[src/rtl/prio_irq_pkg.sv]
`timescale 1ns/1ps
package prio_irq_pkg;

    // Register selects
    typedef enum logic [2:0] {
        SEL_MASK = 3'd0,
        SEL_TRIG = 3'd1,
        SEL_PRIO = 3'd2,
        SEL_ACK  = 3'd3,
        SEL_EOI  = 3'd4,
        SEL_PEND = 3'd5,
        SEL_ISR  = 3'd6,
        SEL_CUR  = 3'd7
    } reg_sel_e;

    // Bit position of the priority value within a priority write
    localparam int PRIO_FIELD_LSB = 8;
    // Valid flag position in the current-interrupt view
    localparam int CUR_VALID_BIT  = 8;

    function automatic logic [63:0] onehot64(input int unsigned idx);
        logic [63:0] v;
        v = '0;
        v[idx] = 1'b1;
        return v;
    endfunction

endpackage

[src/rtl/prio_irq_capture.sv]
`timescale 1ns/1ps
module prio_irq_capture #(
    parameter int N_SRC = 16
) (
    input  logic             clk,
    input  logic             rst,
    input  logic [N_SRC-1:0] irq_in,
    input  logic [N_SRC-1:0] edge_mode,
    input  logic [N_SRC-1:0] clr,
    output logic [N_SRC-1:0] pend
);
    logic [N_SRC-1:0] prev_q;
    logic [N_SRC-1:0] pend_q;

    for (genvar i = 0; i < N_SRC; i++) begin : g_line
        logic hit;
        // Edge lines fire once per rising edge, level lines every high cycle
        assign hit = edge_mode[i] ? (irq_in[i] & ~prev_q[i]) : irq_in[i];

        always_ff @(posedge clk) begin
            if (rst) begin
                prev_q[i] <= 1'b0;
                pend_q[i] <= 1'b0;
            end else begin
                prev_q[i] <= irq_in[i];
                // A new hit outranks a clear in the same cycle
                pend_q[i] <= (pend_q[i] & ~clr[i]) | hit;
            end
        end
    end

    assign pend = pend_q;
endmodule

[src/rtl/prio_irq_arbiter.sv]
`timescale 1ns/1ps
module prio_irq_arbiter #(
    parameter int N_SRC  = 16,
    parameter int PRIO_W = 4,
    localparam int ID_W  = (N_SRC > 1) ? $clog2(N_SRC) : 1
) (
    input  logic [N_SRC-1:0]        pend,
    input  logic [N_SRC-1:0]        mask,
    input  logic [N_SRC*PRIO_W-1:0] prio_flat,
    input  logic [N_SRC-1:0]        isr,
    output logic                    win_valid,
    output logic [ID_W-1:0]         win_id,
    output logic [PRIO_W-1:0]       isr_top
);
    logic [PRIO_W-1:0] best_p;
    logic [ID_W-1:0]   best_id;
    logic [PRIO_W-1:0] top_p;

    // Highest priority currently in service
    always_comb begin
        top_p = '0;
        for (int i = 0; i < N_SRC; i++) begin
            if (isr[i] && prio_flat[i*PRIO_W +: PRIO_W] > top_p)
                top_p = prio_flat[i*PRIO_W +: PRIO_W];
        end
    end

    // Ascending scan with strict compare: lower index keeps a tie
    always_comb begin
        best_p  = '0;
        best_id = '0;
        for (int i = 0; i < N_SRC; i++) begin
            if (pend[i] && !mask[i] &&
                prio_flat[i*PRIO_W +: PRIO_W] > top_p &&
                prio_flat[i*PRIO_W +: PRIO_W] > best_p) begin
                best_p  = prio_flat[i*PRIO_W +: PRIO_W];
                best_id = ID_W'(i);
            end
        end
    end

    assign win_valid = (best_p != '0);
    assign win_id    = best_id;
    assign isr_top   = top_p;
endmodule

[src/rtl/prio_irq_ctrl.sv]
`timescale 1ns/1ps
module prio_irq_ctrl
    import prio_irq_pkg::*;
#(
    parameter int N_SRC  = 16,
    parameter int PRIO_W = 4,
    parameter int DATA_W = 32
) (
    input  logic              clk,
    input  logic              rst,
    input  logic [N_SRC-1:0]  irq_in,
    input  logic              reg_wr,
    input  logic              reg_rd,
    input  logic [2:0]        reg_addr,
    input  logic [DATA_W-1:0] reg_wdata,
    output logic [DATA_W-1:0] reg_rdata,
    output logic              irq_o
);
    localparam int ID_W  = (N_SRC > 1) ? $clog2(N_SRC) : 1;
    localparam int ACK_W = ID_W + 1;
    localparam logic [ACK_W-1:0] SPURIOUS = '1;

    typedef struct packed {
        logic            valid;
        logic [ID_W-1:0] id;
    } irq_ref_t;

    reg_sel_e sel;
    assign sel = reg_sel_e'(reg_addr);

    logic [N_SRC-1:0]        mask_q;
    logic [N_SRC-1:0]        trig_q;
    logic [PRIO_W-1:0]       prio_q [N_SRC];
    logic [N_SRC*PRIO_W-1:0] prio_flat;
    logic [N_SRC-1:0]        isr_q;
    logic [N_SRC-1:0]        pend_q;
    logic [N_SRC-1:0]        pend_view_q;
    logic [N_SRC-1:0]        pend_clr;
    irq_ref_t                win_c, win_q, cur_q;
    logic [PRIO_W-1:0]       isr_top;

    logic            ack_rd, ack_take, eoi_wr, eoi_hit;
    logic [ID_W-1:0] ack_id, eoi_id, wr_idx;
    logic            unused_wdata;

    assign unused_wdata = ^reg_wdata;
    assign wr_idx = reg_wdata[ID_W-1:0];

    // Configuration registers
    always_ff @(posedge clk) begin
        if (rst) begin
            mask_q <= '1;
            trig_q <= '0;
        end else if (reg_wr) begin
            if (sel == SEL_MASK) mask_q <= reg_wdata[N_SRC-1:0];
            if (sel == SEL_TRIG) trig_q <= reg_wdata[N_SRC-1:0];
        end
    end

    for (genvar i = 0; i < N_SRC; i++) begin : g_prio
        always_ff @(posedge clk) begin
            if (rst)
                prio_q[i] <= '0;
            else if (reg_wr && sel == SEL_PRIO && wr_idx == ID_W'(i))
                prio_q[i] <= reg_wdata[PRIO_FIELD_LSB +: PRIO_W];
        end
        assign prio_flat[i*PRIO_W +: PRIO_W] = prio_q[i];
    end

    // Acknowledge and end-of-interrupt decode
    assign ack_rd   = reg_rd && (sel == SEL_ACK);
    assign ack_id   = win_q.id;
    assign ack_take = ack_rd && win_q.valid && pend_q[win_q.id];
    assign eoi_wr   = reg_wr && (sel == SEL_EOI);
    assign eoi_id   = reg_wdata[ID_W-1:0];
    assign eoi_hit  = eoi_wr && isr_q[eoi_id];

    always_comb begin
        pend_clr = '0;
        if (reg_wr && sel == SEL_PEND)
            pend_clr = reg_wdata[N_SRC-1:0];
        if (ack_take)
            pend_clr = pend_clr | N_SRC'(onehot64(32'(ack_id)));
    end

    prio_irq_capture #(.N_SRC(N_SRC)) cap_i (
        .clk       (clk),
        .rst       (rst),
        .irq_in    (irq_in),
        .edge_mode (trig_q),
        .clr       (pend_clr),
        .pend      (pend_q)
    );

    prio_irq_arbiter #(.N_SRC(N_SRC), .PRIO_W(PRIO_W)) arb_i (
        .pend      (pend_q),
        .mask      (mask_q),
        .prio_flat (prio_flat),
        .isr       (isr_q),
        .win_valid (win_c.valid),
        .win_id    (win_c.id),
        .isr_top   (isr_top)
    );

    // In-service register, current-interrupt record and registered views
    always_ff @(posedge clk) begin
        if (rst) begin
            isr_q       <= '0;
            cur_q       <= '0;
            win_q       <= '0;
            pend_view_q <= '0;
        end else begin
            win_q       <= win_c;
            pend_view_q <= pend_q;
            if (eoi_hit)
                isr_q[eoi_id] <= 1'b0;
            if (ack_take)
                isr_q[ack_id] <= 1'b1;
            if (ack_take)
                cur_q <= '{valid: 1'b1, id: ack_id};
            else if (eoi_hit)
                cur_q.valid <= 1'b0;
        end
    end

    assign irq_o = win_q.valid;

    // Read mux
    always_comb begin
        reg_rdata = '0;
        if (reg_rd) begin
            case (sel)
                SEL_MASK: reg_rdata[N_SRC-1:0] = mask_q;
                SEL_TRIG: reg_rdata[N_SRC-1:0] = trig_q;
                SEL_ACK:  reg_rdata[ACK_W-1:0] = ack_take ? {1'b0, ack_id} : SPURIOUS;
                SEL_PEND: reg_rdata[N_SRC-1:0] = pend_view_q;
                SEL_ISR:  reg_rdata[N_SRC-1:0] = isr_q;
                SEL_CUR: begin
                    reg_rdata[ID_W-1:0]      = cur_q.id;
                    reg_rdata[CUR_VALID_BIT] = cur_q.valid;
                end
                default:  reg_rdata = '0;
            endcase
        end
    end

    logic unused_top;
    assign unused_top = ^isr_top;
endmodule

[config.mk]
export PLATFORM = sky130hd
export DESIGN_NAME = prio_irq_ctrl
export DESIGN_NICKNAME = d
export VERILOG_FILES = /design/src/rtl/prio_irq_pkg.sv /design/src/rtl/prio_irq_capture.sv /design/src/rtl/prio_irq_arbiter.sv /design/src/rtl/prio_irq_ctrl.sv
export SDC_FILE = /design/constraint.sdc
export NUM_CORES = 1
export LEC_CHECK = 0
export ABC_CLOCK_PERIOD_IN_PS = 117700
export BUFFER_PORTS_ARGS = -buffer_cell sky130_fd_sc_hd__buf_2
export CAP_MARGIN = 20
export CORE_MARGIN = 4
export CORE_UTILIZATION = 46
export CTS_BUF_LIST = sky130_fd_sc_hd__clkbuf_2 sky130_fd_sc_hd__clkbuf_4 sky130_fd_sc_hd__clkbuf_8
export DETAILED_ROUTE_END_ITERATION = 12
export GPL_TIMING_DRIVEN = 0
export MAX_ROUTING_LAYER = met4
export SYNTH_ARGS = -nofsm -noshare
export SYNTH_HDL_FRONTEND = slang
export SYNTH_HIERARCHICAL = 1
export SYNTH_SLANG_ARGS = --single-unit
[constraint.sdc]
create_clock -name clk -period 117.7 [get_ports clk]
set_clock_uncertainty 0.1 [all_clocks]
set_input_delay 5.885 -clock clk [delete_from_list [all_inputs] [get_ports clk]]
set_output_delay 5.885 -clock clk [all_outputs]
set_load 0.01 [all_outputs]
* Yosys cells after proc, flatten, opt, wreduce, memory -nomap -nowiden *
Memories as Yosys holds them, arrays and structs flattened.
Cells that the tools add are included.

cells by class
  order comparisons = 53
  equal/unequal tests = 22
  muxes and demuxes = 153
  bitwise gates (word level) = 100
  reductions and logical operators = 112

operators with widths
  kind                count
  $mux 4              56
  $gt 4x4->1          46
  $mux 16             6
  $logic_and 1x1->1   90
  $mux 1              74
  $and 1x1->1         32
  $eq 4x4->1 const B  8
  $not 1->1           32
  $or 1x1->1          32
  $or 16x16->16       2
  $pmux 7 s4          1
  $pmux 4 s6          1
  $and 16x16->16      1
  $eq 4x3->1 const B  4
  $logic_not 1->1     16
  $not 16->16         1
  $demux 1 s4         3
  $eq 3x3->1 const B  4
  $ge 4x1->1 const B  3
  $mux 3              4
  $pmux 3 s4          1
  $lt 4x5->1 const B  2
  $pmux 1 s5          2
  $bmux 1 s4          2
  other kinds (13)    17

word-level totals
  register bits = 106
  bits in writable memories = 64
  input bits = 55
  output and inout port bits = 33
  word-level logic and storage cells = 481
  memories = 1

memories
  name    words  width  rd ports  clocked after memory_dff  write ports  line                 text
  prio_q  16     4      16        0                         16           prio_irq_ctrl.sv:33  logic [PRIO_W-1:0] prio_q [N_SRC];

* Longest topological paths before layout *
Gate-level depths: netlist of the first run.
An unclocked memory read counts as a cell.

  depth in word-level cells = 99
  depth in mapped cells = 278
  depth with buffers taken out = 272

* By module *
Netlist of the first run, hierarchy kept.

by module, submodules not included
  module            times used  cells each  area each (um^2)  seq. area each (um^2)
  prio_irq_arbiter  1           1,283       8,808.4           0.0
  prio_irq_ctrl     1           659         6,557.5           3,403.3
  prio_irq_capture  1           99          1,099.8           640.6

* Worst setup path before layout of the first run *
OpenSTA, ideal clock, no wires.

  path kind = reg-to-reg
  from = memory prio_q[0][1]
  to = register win_q, in the netlist ack_id[2]
  library setup time = 128 ps
  arrival time = 45,006 ps
  required time = 117,472 ps
  slack = 72,466 ps
  stages on the path, launching flop included = 257
  buffers on the path = 6
  period minus slack after synthesis = 45,234 ps
  path through = edfxtp_1 buf_2 nand2_1 ha_1 nor2b_2 o211ai_2 a21oi_1 o21ai_0 inv_1 ha_1 nand2_1 a221oi_2 a21o_1 nand2_1 o21ai_0 ha_1 a21boi_0 o21ai_0 [... 221 more ...] o21ai_0 nand2b_1 a21oi_1 or4_1 buf_1 nand2_1 o22ai_1 a31oi_1 ha_1 nor2b_1 o21ai_0 nand2b_1 a21oi_1 a311oi_1 o21ai_0 and2_1 o2111ai_1 nor2b_1

RTL lines
  element               line                  text
  from (decl)           prio_irq_ctrl.sv:33
  to (signal assigned)  prio_irq_ctrl.sv:113  win_q <= win_c;
  to (decl)             prio_irq_ctrl.sv:39   irq_ref_t win_c, win_q, cur_q;

==> results of run 1 <==
worst paths after layout:
path	slack [ps]	from	cells after the start	end
max	63200	isr_q[0]	255	irq_o
min	370	cur_q[2]	2	cur_q[2]
max reg2reg	63200	isr_q[0]	255	irq_o
min reg2reg	370	cur_q[2]	2	cur_q[2]
final cells by class:
type	count	area (sq um)	share of cell area
Multi-Input combinational cell	1647	11400	0.643
Sequential cell	170	4040	0.227
Tap cell	461	577	0.0324
Buffer	110	551	0.0310
Inverter	129	484	0.0272
Timing Repair Buffer	54	270	0.0152
Clock buffer	20	263	0.0148
Clock inverter	12	153	0.00858
Antenna cell	1	2.50	0.000141
power groups by stage:
stage / Combinational, mW / Sequential [mW] / Clock [mW]
floorplan: 0.0232 / 0.0667 / 0
global placement: 0.0309 / 0.0684 / 0
detailed placement: 0.0315 / 0.0684 / 0
CTS: 0.0317 / 0.0670 / 0.0448
global route: 0.0354 / 0.0674 / 0.0475
finish: 0.0321 / 0.0672 / 0.0447
through the flow:
stage | util | power [mW] | hold slack, ps | std cells
floorplan | - | 0.0899 | 333 | 2056
global placement | 0.491 | 0.0993 | 342 | 2571
detailed placement | 0.491 | 0.0999 | 351 | 2571
CTS | 0.502 | 0.143 | 370 | 2603
global route | 0.502 | 0.150 | 381 | 2603
finish | 0.503 | 0.144 | 366 | 2604
worst max-delay path, delay by kind of cell (launching register included):
family,cells,cell delay [ps]
AO/OA/AOI/OAI,125,26910
AND/OR/NAND/NOR,67,10080
adder cells (fa/ha/maj),32,9240
multiplexers,13,4460
buffers and inverters,18,3010
flip-flops,1,520
routing by layer:
metal / share of wire / global-route usage
met1: 0.43 / 0.368
met2: 0.47 / 0.476
met3: 0.072 / 0.0532
met4: 0.029 / 0.0855
met5: 0 / -
cells by family (layout without fill, tap and decap cells):
kind of cell	after synthesis	after routing	synth area share
buffers and inverters	239	325	0.0628
DFF	170	170	0.246
AOI/OAI and AO/OA	635	635	0.287
adders and majority gates	123	123	0.0918
other	1	17	0.000228
xor gates and xnor gates	38	38	0.0202
and+or+nand+nor	775	775	0.249
muxes	60	60	0.0435
layout by cell type, fill, tap and decap left out, types with 43 or more instances in the layout:
master	n
a21oi_1	119
nor2b_1	46
and3_1	69
nor2_1	108
edfxtp_1	64
nand3_1	52
inv_1	123
buf_2	76
and2_1	43
nand2_1	251
dfxtp_1	106
o21ai_0	81
ha_1	112
a21o_1	49
clkbuf_1	53
registers in the layout, indices dropped and copies added, names as in the netlist, 5 cells and up:
register and cells:
cur_q 5, cap_i/pend 16, prio_q 64, cap_i/prev_q 16
mask_q 16, trig_q 16, pend_view_q 16, isr_q 16
cell usage after synthesis (10+ instances only):
cell,instances
o211ai_1,20
mux2i_1,16
a31oi_1,33
mux2_2,38
o22ai_1,16
ha_1,112
o21ai_0,81
a22o_1,17
buf_4,25
edfxtp_1,64
o21ai_1,11
and3_1,69
nand3b_1,23
nor2_1,108
xnor2_1,37
and2_1,43
o21bai_1,15
inv_1,123
a22oi_1,24
nor2b_1,46
maj3_1,11
nand2b_1,24
a32oi_1,10
a211oi_1,21
o31ai_1,16
a31o_2,13
nor2b_2,14
or2_2,12
a21o_1,49
nand4_1,21
o31a_1,13
buf_2,22
nand3_1,52
clkbuf_1,53
nor3b_1,19
dfxtp_1,106
a21oi_1,119
o2111ai_1,14
o21a_1,22
a41oi_1,11
nand2_1,251
nor3_1,27
==> impl_metrics.prom, run 1 <==
# TYPE chip_impl_metric gauge
chip_impl_info{name="tritoncts",value="yes"} 1
chip_impl_metric{name="clock.fmax",unit="GHz"} 0.0183
chip_impl_metric{name="placed_area",unit="sq um"} 17400
chip_impl_info{name="hold_path.class",value="flop to flop"} 1
chip_impl_metric{name="power_report.internal_total",unit="uW"} 97.0
chip_impl_metric{name="antenna_violating_nets_post_route",unit=""} 0
chip_impl_metric{name="timing_worst_slew_pin_value",unit="ps"} 1090
chip_impl_metric{name="tns",unit="ps"} 0
chip_impl_metric{name="drt_initial_violations",unit=""} 1331
chip_impl_metric{name="max_slew_margin",unit=""} 0.253
chip_impl_metric{name="synth_warnings",unit=""} 6
chip_impl_metric{name="asyncSetResetFlopFracSynth",unit=""} 0
chip_impl_metric{name="chipHeight",unit="microns"} 197
chip_impl_metric{name="routabilityCongestion",unit=""} 0.943
chip_impl_info{name="worst_setup_path_start_kind",value="flop"} 1
chip_impl_metric{name="post-route-min-period",unit="ps"} 54500
chip_impl_metric{name="finish.instance_area",unit="sq um"} 17800
chip_impl_metric{name="number_of_antenna_violations_at_the_first_check_in_global_routing",unit=""} 2
chip_impl_metric{name="post_cts_resized",unit=""} 0
chip_impl_metric{name="cp.required",unit="ps"} 118020
chip_impl_metric{name="post_cts.repair.setup_buffers",unit=""} 0
chip_impl_metric{name="fin_crit_sh",unit=""} 0.463
chip_impl_metric{name="yosys.area.top_type_share",unit=""} 0.129
chip_impl_metric{name="share_clk_of_total_power",unit=""} 0.311
chip_impl_metric{name="place_ws",unit="ps"} 64270
chip_impl_info{name="run_status",value="complete, no violations"} 1
chip_impl_metric{name="drt_wl_total",unit="mm"} 56.5
chip_impl_metric{name="layout-area-overhead-vs-synth",unit="%"} 8.02
chip_impl_metric{name="synth.lib_cells_used.distinct",unit=""} 131
chip_impl_info{name="cts-root-buf",value="clkbuf_8"} 1
chip_impl_info{name="timing.critical_path.mode_cell",value="ha_1"} 1
chip_impl_metric{name="grt-ovfl-total",unit=""} 0
chip_impl_metric{name="power.leakage",unit="nW"} 7.25
chip_impl_metric{name="io_pins",unit=""} 88
chip_impl_metric{name="crit_fanout",unit=""} 16
chip_impl_metric{name="finish.net_count",unit=""} 2296
chip_impl_metric{name="core_area",unit="sq um"} 35400
chip_impl_metric{name="floorplan.initialDensity",unit=""} 0.465
chip_impl_metric{name="synth_enable_flop_cells",unit=""} 64
chip_impl_info{name="synth_area_leaders",value="dfxtp_1 (13%), edfxtp_1 (12%), ha_1 (8.5%)"} 1
chip_impl_metric{name="post-route-drc-count",unit=""} 0
chip_impl_metric{name="ctsHtreeMaxLevel",unit=""} 4
chip_impl_metric{name="vias_in_the_first_global_route",unit=""} 15400
chip_impl_metric{name="critical_path_arrival",unit="ps"} 54810
chip_impl_metric{name="sequential_fraction_of_the_synthesis_area",unit=""} 0.246
chip_impl_metric{name="maxCapViolations",unit=""} 0
chip_impl_metric{name="setup-violations-final",unit=""} 0
chip_impl_metric{name="per_cell_via_count_in_the_routed_design",unit=""} 6.17
chip_impl_metric{name="switching_share",unit=""} 0.326
chip_impl_metric{name="die_x",unit="microns"} 197
chip_impl_metric{name="floorplan.die_area",unit="sq um"} 38900
chip_impl_metric{name="clk-insertion-delay-late",unit="ps"} 490
chip_impl_info{name="worstSetupPathType",value="flop to flop"} 1
chip_impl_metric{name="power-per-cell-area",unit="nW/um^2"} 8.09
chip_impl_metric{name="final_layout_size_suffix_gt1_frac",unit=""} 0.135
chip_impl_metric{name="syn_area",unit="sq um"} 16500
chip_impl_metric{name="layout.filler_cells",unit=""} 3496
chip_impl_metric{name="grt_pass1_wl",unit="mm"} 87.0
chip_impl_metric{name="timing.final.max_slew_violations",unit=""} 0
chip_impl_metric{name="post_detailed_route_wirelength_per_cell",unit="microns"} 21.7
chip_impl_metric{name="finalHoldViolations",unit=""} 0
chip_impl_info{name="cpMaxStageDelayCell",value="inv_1"} 1
chip_impl_metric{name="numClockSinks",unit=""} 170
chip_impl_metric{name="clock_path_buffers",unit=""} 2
chip_impl_metric{name="detailroute.via_count",unit=""} 16100
chip_impl_metric{name="power.ir.vdd_worst",unit="V"} 0.00000933
chip_impl_info{name="setup.worst_path.end_class",value="flop"} 1
chip_impl_info{name="synth.largest_area_cell",value="dfxtp_1"} 1
chip_impl_metric{name="post_cts_hold_buffer_count",unit=""} 0
chip_impl_metric{name="longest_individual_stage_delay_on_the_worst_path",unit="ps"} 790
chip_impl_metric{name="seq_power_share",unit=""} 0.466
chip_impl_metric{name="syn_area_per_cell",unit="sq um"} 8.07
chip_impl_metric{name="rows",unit=""} 69
chip_impl_metric{name="comb_power_share",unit=""} 0.223
chip_impl_metric{name="track_usage",unit=""} 0.290
chip_impl_metric{name="synth_seq_cells",unit=""} 170
chip_impl_info{name="most_instantiated_flip_flop_cell_in_the_synthesis_netlist",value="dfxtp_1"} 1
chip_impl_metric{name="grt_start_max_net_pins",unit=""} 17
chip_impl_info{name="rsz0062_at_grt",value="false"} 1
chip_impl_metric{name="tritoncts.num_buffers",unit=""} 17
chip_impl_metric{name="numPortBuffers",unit=""} 54
chip_impl_metric{name="postSynthCellCount",unit=""} 2041
chip_impl_metric{name="setup_ws",unit="ps"} 63200
chip_impl_metric{name="netSwitchingPower",unit="uW"} 46.9
chip_impl_metric{name="dp.final_hpwl",unit="mm"} 45.3
chip_impl_metric{name="cts.reportedPaths.clkPinSlew",unit="ps"} 90
chip_impl_metric{name="detail_route.first_pass.iterations",unit=""} 6
No activity file was read; power rests on OpenSTA's default activity.
==> inputs of run 2 (changes only) <==
--- a/config.mk
+++ b/config.mk
@@ -5,7 +5,7 @@
 export SDC_FILE = /design/constraint.sdc
 export NUM_CORES = 1
 export LEC_CHECK = 0
-export ABC_CLOCK_PERIOD_IN_PS = 117700
+export ABC_CLOCK_PERIOD_IN_PS = 53200
 export BUFFER_PORTS_ARGS = -buffer_cell sky130_fd_sc_hd__buf_2
 export CAP_MARGIN = 20
 export CORE_MARGIN = 4
==> constraint.sdc (replaced) <==
create_clock -name clk -period 53.2 [get_ports clk]
set_clock_uncertainty 0.1 [all_clocks]
set_input_delay 2.66 -clock clk [delete_from_list [all_inputs] [get_ports clk]]
set_output_delay 2.66 -clock clk [all_outputs]
set_load 0.01 [all_outputs]
==> run 2 against run 1 <==
Critical path type unchanged. Largest power group unchanged. Via count is 1.6% higher. Critical endpoint unchanged. Fmax rose by 8.2%. Sequential power rose by 120%. First-iteration DRC count up 3.2%. Flip-flop and latch count unchanged. Sequential share of layout area fell by 0.61 points. Utilization increased by 1.4 points. Highest routed layer unchanged. Clock-buffer cell count is the same. Cell area grew 2.8%. Clock power up 120%.
==> impl_metrics.prom, run 2 (synthesis results as in run 1) <==
# TYPE chip_impl_metric gauge
chip_impl_metric{name="power-per-cell-area",unit="nW/um^2"} 17.5
chip_impl_metric{name="floorplan.initialDensity",unit=""} 0.465
chip_impl_metric{name="cts.reportedPaths.clkPinSlew",unit="ps"} 90
chip_impl_metric{name="route.met2.wl",unit="mm"} 27.4
chip_impl_metric{name="detail_route.first_pass.iterations",unit=""} 6
chip_impl_metric{name="ctsHtreeMaxLevel",unit=""} 4
chip_impl_metric{name="final_layout_size_suffix_gt1_frac",unit=""} 0.168
chip_impl_metric{name="tritoncts.num_buffers",unit=""} 17
chip_impl_metric{name="post_cts_hold_buffer_count",unit=""} 0
chip_impl_metric{name="met3_length",unit="mm"} 4.17
chip_impl_metric{name="power.leakage",unit="nW"} 7.40
chip_impl_metric{name="detailroute.via_count",unit=""} 16300
chip_impl_metric{name="clock.fmax",unit="GHz"} 0.0199
chip_impl_metric{name="holdWs",unit="ps"} 368
chip_impl_info{name="worstSetupPathType",value="flop to flop"} 1
chip_impl_metric{name="post-route-min-period",unit="ps"} 50350
chip_impl_metric{name="clock_path_buffers",unit=""} 2
chip_impl_metric{name="vias_in_the_first_global_route",unit=""} 15400
chip_impl_metric{name="numPortBuffers",unit=""} 54
chip_impl_metric{name="critical_path_arrival",unit="ps"} 50650
chip_impl_metric{name="longest_individual_stage_delay_on_the_worst_path",unit="ps"} 580
chip_impl_metric{name="floorplan.die_area",unit="sq um"} 38900
chip_impl_metric{name="post_detailed_route_wirelength_per_cell",unit="microns"} 21.9
chip_impl_metric{name="antenna_violating_nets_post_route",unit=""} 0
chip_impl_info{name="hold_path.class",value="flop to flop"} 1
chip_impl_metric{name="crit_fanout",unit=""} 10
chip_impl_info{name="worstHoldStart",value="cur_q[2]"} 1
chip_impl_metric{name="core_area",unit="sq um"} 35400
chip_impl_metric{name="power.ir.vdd_worst",unit="V"} 0.0000209
chip_impl_info{name="mostFrequentLayoutCells",value="nand2_1 (250), inv_1 (122), a21oi_1 (116), ha_1 (109), nor2_1 (107)"} 1
chip_impl_metric{name="fin_crit_sh",unit=""} 0.946
chip_impl_metric{name="per_cell_via_count_in_the_routed_design",unit=""} 6.21
chip_impl_info{name="run_status",value="complete, no violations"} 1
chip_impl_info{name="tritoncts",value="yes"} 1
chip_impl_info{name="crit-reg2reg-launch",value="prio_q[0][1]"} 1
chip_impl_metric{name="max_slew_margin",unit=""} 0.245
chip_impl_info{name="top_register",value="prio_q"} 1
chip_impl_metric{name="number_of_antenna_violations_at_the_first_check_in_global_routing",unit=""} 2
chip_impl_metric{name="drt_initial_violations",unit=""} 1373
chip_impl_metric{name="chipHeight",unit="microns"} 197
chip_impl_info{name="route.top_layer_used",value="met4"} 1
chip_impl_metric{name="grt-ovfl-total",unit=""} 0
chip_impl_metric{name="layout.filler_cells",unit=""} 3437
chip_impl_metric{name="timing.final.max_slew_violations",unit=""} 0
chip_impl_metric{name="clk-insertion-delay-late",unit="ps"} 480
chip_impl_info{name="worst_setup_path_start_kind",value="flop"} 1
chip_impl_metric{name="layout-area-overhead-vs-synth",unit="%"} 11.0
chip_impl_metric{name="largest_register_ffs",unit=""} 64
chip_impl_metric{name="die_x",unit="microns"} 197
chip_impl_metric{name="setup-violations-final",unit=""} 0
chip_impl_metric{name="grt_start_max_net_pins",unit=""} 17
chip_impl_info{name="worst_setup_path_startpoint",value="prio_q[0][1]"} 1
chip_impl_info{name="cts-root-buf",value="clkbuf_8"} 1
chip_impl_info{name="setup.worst_path.end_class",value="flop"} 1
chip_impl_metric{name="placed_cells_incl_taps",unit=""} 2571
chip_impl_metric{name="timing_worst_slew_pin_value",unit="ps"} 1100
chip_impl_metric{name="final_cell_count_without_fillers",unit=""} 2626
chip_impl_metric{name="rows",unit=""} 69
chip_impl_metric{name="routabilityCongestion",unit=""} 0.943
chip_impl_metric{name="io_pins",unit=""} 88
chip_impl_metric{name="finalHoldViolations",unit=""} 0
chip_impl_info{name="timing.critical_path.mode_cell",value="ha_1"} 1
chip_impl_metric{name="maxCapViolations",unit=""} 0
chip_impl_metric{name="finish.net_count",unit=""} 2318
chip_impl_metric{name="drt_wl_total",unit="mm"} 57.6
chip_impl_metric{name="dp.final_hpwl",unit="mm"} 45.3
chip_impl_info{name="layout.cells.most_common",value="nand2_1"} 1
chip_impl_metric{name="cp.required",unit="ps"} 53510
chip_impl_metric{name="grt_pass1_wl",unit="mm"} 87.1
chip_impl_metric{name="numClockSinks",unit=""} 170
chip_impl_metric{name="met1Wirelength",unit="mm"} 24.3
chip_impl_metric{name="post-route-drc-count",unit=""} 0
chip_impl_metric{name="track_usage",unit=""} 0.291
chip_impl_info{name="cpMaxStageDelayCell",value="or4_4"} 1
## run 2: report_power, final
group | internal [mW] | total [mW] | switching (mW) | leakage, nW
registers | 0.141 | 0.149 | 0.00761 | 1.48
logic | 0.0292 | 0.0737 | 0.0445 | 5.71
clock network | 0.0457 | 0.0982 | 0.0526 | 0.215
## run 2: what timing repair did
action / in CTS / in global routing
resized for setup: 4 / 73
endpoints found under the setup margin: 5 / 5
pin swaps: 0 / 13
setup buffers: 1 / 23
## run 2: final cells by class
cell class              count  area [sq um]  area share
inverters                 129           488      0.0267
clock buffers              20           263      0.0144
flip-flops and latches    170          4050       0.221
clock inverters            12           153     0.00835
plain buffers             108           549      0.0300
well taps                 461           577      0.0315
multi-input cells        1647         11800       0.643
repair buffers             78           450      0.0246
diodes                      1          2.50    0.000137
## run 2: metrics by stage
| stage | power, mW | worst slack, ps | util | setup TNS (ps) | cell area [sq um] |
|---|---|---|---|---|---|
| floorplan | 0.199 | 7970 | - | 0 | 16500 |
| CTS | 0.317 | 40.2 | 0.503 | 0 | 17800 |
| global route | 0.335 | -347 | 0.516 | -1220 | 18300 |
| global placement | 0.220 | 300 | 0.491 | 0 | 17400 |
| detailed placement | 0.221 | -231 | 0.491 | -750 | 17400 |
| finish | 0.321 | 2850 | 0.517 | 0 | 18300 |
## run 2: worst paths after layout
kind               to  slack [ps]  cells past startpoint
min          cur_q[2]         370                      2
max reg2reg     irq_o        2850                    254
max             irq_o        2850                    254
min reg2reg  cur_q[2]         370                      2
## run 2: layer usage
metal	vias to the layer above	global-route usage
met5	-	-
met4	0	0.0865
met3	124	0.0563
met2	604	0.478
met1	7768	0.365
li1	7822	-
## run 2: critical path: cells and delay by family (launching register included)
family	cells	cell delay, ps
multiplexers	14	4500
flip-flops	1	330
buffers and inverters	24	3190
adder cells (fa/ha/maj)	32	9730
AND/OR/NAND/NOR	67	9900
AO/OA/AOI/OAI	117	22440
==> inputs of run 3 (changes only) <==
--- a/config.mk
+++ b/config.mk
@@ -5,7 +5,7 @@
 export SDC_FILE = /design/constraint.sdc
 export NUM_CORES = 1
 export LEC_CHECK = 0
-export ABC_CLOCK_PERIOD_IN_PS = 53200
+export ABC_CLOCK_PERIOD_IN_PS = 47600
 export BUFFER_PORTS_ARGS = -buffer_cell sky130_fd_sc_hd__buf_2
 export CAP_MARGIN = 20
 export CORE_MARGIN = 4
==> constraint.sdc (replaced) <==
create_clock -name clk -period 47.6 [get_ports clk]
set_clock_uncertainty 0.1 [all_clocks]
set_input_delay 2.38 -clock clk [delete_from_list [all_inputs] [get_ports clk]]
set_output_delay 2.38 -clock clk [all_outputs]
set_load 0.01 [all_outputs]
==> run 3 against run 2 <==
Sequential share of layout area is 2.1 points lower. Fmax is 8.7% higher. Via count is 5.6% higher. Total power is 16% higher. Cell area is 11% higher. Non-clock buffer count is 108 higher. Clock power is 12% higher. Critical path type unchanged.
==> impl_metrics.prom, run 3 (synthesis results as in run 1) <==
# TYPE chip_impl_metric gauge
chip_impl_info{name="cpLargestDelayFamily",value="compound AO/OA/AOI/OAI gates"} 1
chip_impl_metric{name="netSwitchingPower",unit="uW"} 123
chip_impl_info{name="setup.worst_path.end_class",value="flop"} 1
chip_impl_metric{name="setup_ws",unit="ps"} 1300
chip_impl_metric{name="numPortBuffers",unit=""} 54
chip_impl_metric{name="cts.reportedPaths.clkPinSlew",unit="ps"} 90
chip_impl_metric{name="worstPathBufferInverterCount",unit=""} 21
chip_impl_info{name="layout.cells.most_common",value="nand2_1"} 1
chip_impl_metric{name="seq_power_share",unit=""} 0.446
chip_impl_metric{name="sequential_cell_area",unit="sq um"} 4050
chip_impl_info{name="crit-reg2reg-launch",value="prio_q[0][5]"} 1
chip_impl_metric{name="clk-insertion-delay-late",unit="ps"} 480
chip_impl_info{name="worstHoldStart",value="cur_q[2]"} 1
chip_impl_metric{name="die_x",unit="microns"} 197
chip_impl_metric{name="power.ir.vdd_worst",unit="V"} 0.0000230
chip_impl_metric{name="comb_power_share",unit=""} 0.259
chip_impl_metric{name="critical_path_arrival",unit="ps"} 46550
chip_impl_info{name="hold_path.class",value="flop to flop"} 1
chip_impl_info{name="hold-path-endpoint",value="cur_q[2]"} 1
chip_impl_metric{name="core_area",unit="sq um"} 35400
chip_impl_metric{name="ctsHtreeMaxLevel",unit=""} 4
chip_impl_info{name="run_status",value="complete, no violations"} 1
chip_impl_metric{name="io_pins",unit=""} 88
chip_impl_info{name="top_register",value="prio_q"} 1
chip_impl_metric{name="place_ws",unit="ps"} -5830
chip_impl_metric{name="dp.final_hpwl",unit="mm"} 45.3
chip_impl_metric{name="layout.filler_cells",unit=""} 3262
chip_impl_metric{name="clock.fmax",unit="GHz"} 0.0216
chip_impl_metric{name="floorplan.initialDensity",unit=""} 0.465
chip_impl_info{name="worstSetupPathType",value="flop to flop"} 1
chip_impl_metric{name="power_report.internal_total",unit="uW"} 250
chip_impl_metric{name="tns",unit="ps"} 0
chip_impl_metric{name="power-per-cell-area",unit="nW/um^2"} 18.5
chip_impl_metric{name="hold_critical_path_depth",unit=""} 2
chip_impl_metric{name="largest_register_ffs",unit=""} 64
chip_impl_metric{name="tritoncts.num_buffers",unit=""} 17
chip_impl_metric{name="placed_cells_incl_taps",unit=""} 2571
chip_impl_metric{name="grt_start_max_net_pins",unit=""} 17
chip_impl_metric{name="finalHoldViolations",unit=""} 0
chip_impl_metric{name="placed_area",unit="sq um"} 17400
chip_impl_metric{name="share_clk_of_total_power",unit=""} 0.294
chip_impl_metric{name="grt_pass1_wl",unit="mm"} 89.4
chip_impl_metric{name="chipHeight",unit="microns"} 197
chip_impl_metric{name="numClockSinks",unit=""} 170
chip_impl_metric{name="clock_path_buffers",unit=""} 2
chip_impl_metric{name="multi_input_combinational_cell_area",unit="sq um"} 12800
chip_impl_info{name="cpMaxStageDelayCell",value="edfxtp_1"} 1
chip_impl_metric{name="setup-violations-final",unit=""} 0
chip_impl_metric{name="floorplan.die_area",unit="sq um"} 38900
chip_impl_metric{name="switching_share",unit=""} 0.331
chip_impl_metric{name="maxCapViolations",unit=""} 0
chip_impl_metric{name="cp.required",unit="ps"} 47850
chip_impl_metric{name="crit_fanout",unit=""} 7
chip_impl_info{name="tritoncts",value="yes"} 1
chip_impl_metric{name="post-route-min-period",unit="ps"} 46300
chip_impl_metric{name="drt_initial_violations",unit=""} 1472
chip_impl_metric{name="layout-area-overhead-vs-synth",unit="%"} 22.7
chip_impl_metric{name="r2r_setup_slack",unit="ps"} 1300
chip_impl_metric{name="track_usage",unit=""} 0.298
chip_impl_metric{name="timing.final.max_slew_violations",unit=""} 0
chip_impl_info{name="cts-root-buf",value="clkbuf_8"} 1
chip_impl_metric{name="antenna_violating_nets_post_route",unit=""} 0
chip_impl_info{name="worst_setup_path_start_kind",value="flop"} 1
chip_impl_metric{name="grt-ovfl-total",unit=""} 0
chip_impl_metric{name="power.leakage",unit="nW"} 8.13
chip_impl_metric{name="vias_in_the_first_global_route",unit=""} 15900
chip_impl_metric{name="drt_wl_total",unit="mm"} 60.7
chip_impl_metric{name="final_layout_size_suffix_gt1_frac",unit=""} 0.274
chip_impl_info{name="mostFrequentLayoutCells",value="nand2_1 (235), buf_4 (157), inv_1 (111), dfxtp_1 (105), a21oi_1 (100)"} 1
chip_impl_metric{name="longest_individual_stage_delay_on_the_worst_path",unit="ps"} 570
chip_impl_metric{name="final_cell_count_without_fillers",unit=""} 2735
chip_impl_metric{name="timing_worst_slew_pin_value",unit="ps"} 1100
chip_impl_metric{name="routabilityCongestion",unit=""} 0.943
chip_impl_metric{name="per_cell_via_count_in_the_routed_design",unit=""} 6.30
chip_impl_metric{name="finish.net_count",unit=""} 2427
chip_impl_info{name="r2r_end",value="irq_o"} 1
chip_impl_info{name="timing.critical_path.mode_cell",value="ha_4"} 1
chip_impl_metric{name="detailroute.via_count",unit=""} 17200
chip_impl_metric{name="post-route-drc-count",unit=""} 0
chip_impl_metric{name="finish.instance_area",unit="sq um"} 20200
chip_impl_metric{name="rows",unit=""} 69
chip_impl_metric{name="max_slew_margin",unit=""} 0.246
chip_impl_metric{name="number_of_antenna_violations_at_the_first_check_in_global_routing",unit=""} 2
chip_impl_metric{name="post_detailed_route_wirelength_per_cell",unit="microns"} 22.2
chip_impl_metric{name="detail_route.first_pass.iterations",unit=""} 6
chip_impl_metric{name="fin_crit_sh",unit=""} 0.973
chip_impl_metric{name="count_of_cells_along_the_worst_register_to_register_path",unit=""} 260
-- run 3: changes by cell type in the layout (fill, tap and decap cells not counted), moves of 8 or more --
| cell | change |
|---|---|
| buf_4 | +108 |
| nand2_1 | -15 |
| mux2_2 | -9 |
| nand2_2 | +10 |
| mux2_4 | +9 |
| inv_1 | -11 |
| a21oi_1 | -16 |
| inv_2 | +11 |
| o21ai_2 | +8 |
| nor2_1 | -9 |
| a21oi_2 | +15 |
| ha_4 | +23 |
| ha_1 | -30 |
| o21ai_0 | -14 |
-- run 3: layout make-up --
| cell class | instances | area share |
|---|---|---|
| Antenna cell | 1 | 0.000124 |
| Buffer | 108 | 0.0288 |
| Clock buffer | 20 | 0.0130 |
| Clock inverter | 12 | 0.00755 |
| Inverter | 129 | 0.0241 |
| Multi-Input combinational cell | 1648 | 0.635 |
| Sequential cell | 170 | 0.200 |
| Tap cell | 461 | 0.0285 |
| Timing Repair Buffer | 186 | 0.0624 |
-- run 3: power groups by stage --
stage | combinational [mW] | sequential [mW] | clock (mW)
after floorplan | 0.0574 | 0.165 | 0
after global placement | 0.0765 | 0.169 | 0
after detailed placement | 0.0778 | 0.169 | 0
after CTS | 0.0844 | 0.166 | 0.111
after global routing | 0.105 | 0.167 | 0.117
final | 0.0968 | 0.167 | 0.110
-- run 3: worst min-delay path, stage by stage (launching register included) --
cell and delay, ps:
dfxtp_1 320, nand2_1 50, a21oi_1 50
-- run 3: worst max-delay path by stage --
stage                     depth (start not counted)         to  slack, ps          from
after floorplan                                 256  ack_id[2]       2370  prio_q[0][1]
after global placement                          253  ack_id[2]      -5300      isr_q[0]
after detailed placement                        256  ack_id[2]      -5830      isr_q[0]
after CTS                                       260      irq_o         50  prio_q[0][1]
after global routing                            267      irq_o       -620  prio_q[0][5]
final                                           260      irq_o       1300  prio_q[0][5]
-- run 3: layer usage --
metal / share of wire / wire [microns] / vias up / global-route usage
met5: 0 / 0 / - / -
li1: - / - / 8048 / -
met2: 0.48 / 29100 / 741 / 0.495
met3: 0.069 / 4190 / 156 / 0.0478
met1: 0.42 / 25400 / 8286 / 0.375
met4: 0.033 / 1990 / 0 / 0.0901
-- run 3: what timing repair did --
item                                    CTS  global route
cloned                                    1             0
pin swaps                                37           117
endpoints found under the setup margin    5             5
hold buffers                              0             0
setup buffers                            44            88
gates resized for setup                 128           172
-- run 3: metrics by stage --
step | util | hold WS (ps) | power [mW]
floorplan | - | 333 | 0.222
global placement | 0.491 | 342 | 0.246
detailed placement | 0.491 | 351 | 0.247
CTS | 0.530 | 370 | 0.361
global route | 0.571 | 381 | 0.389
finish | 0.571 | 366 | 0.373
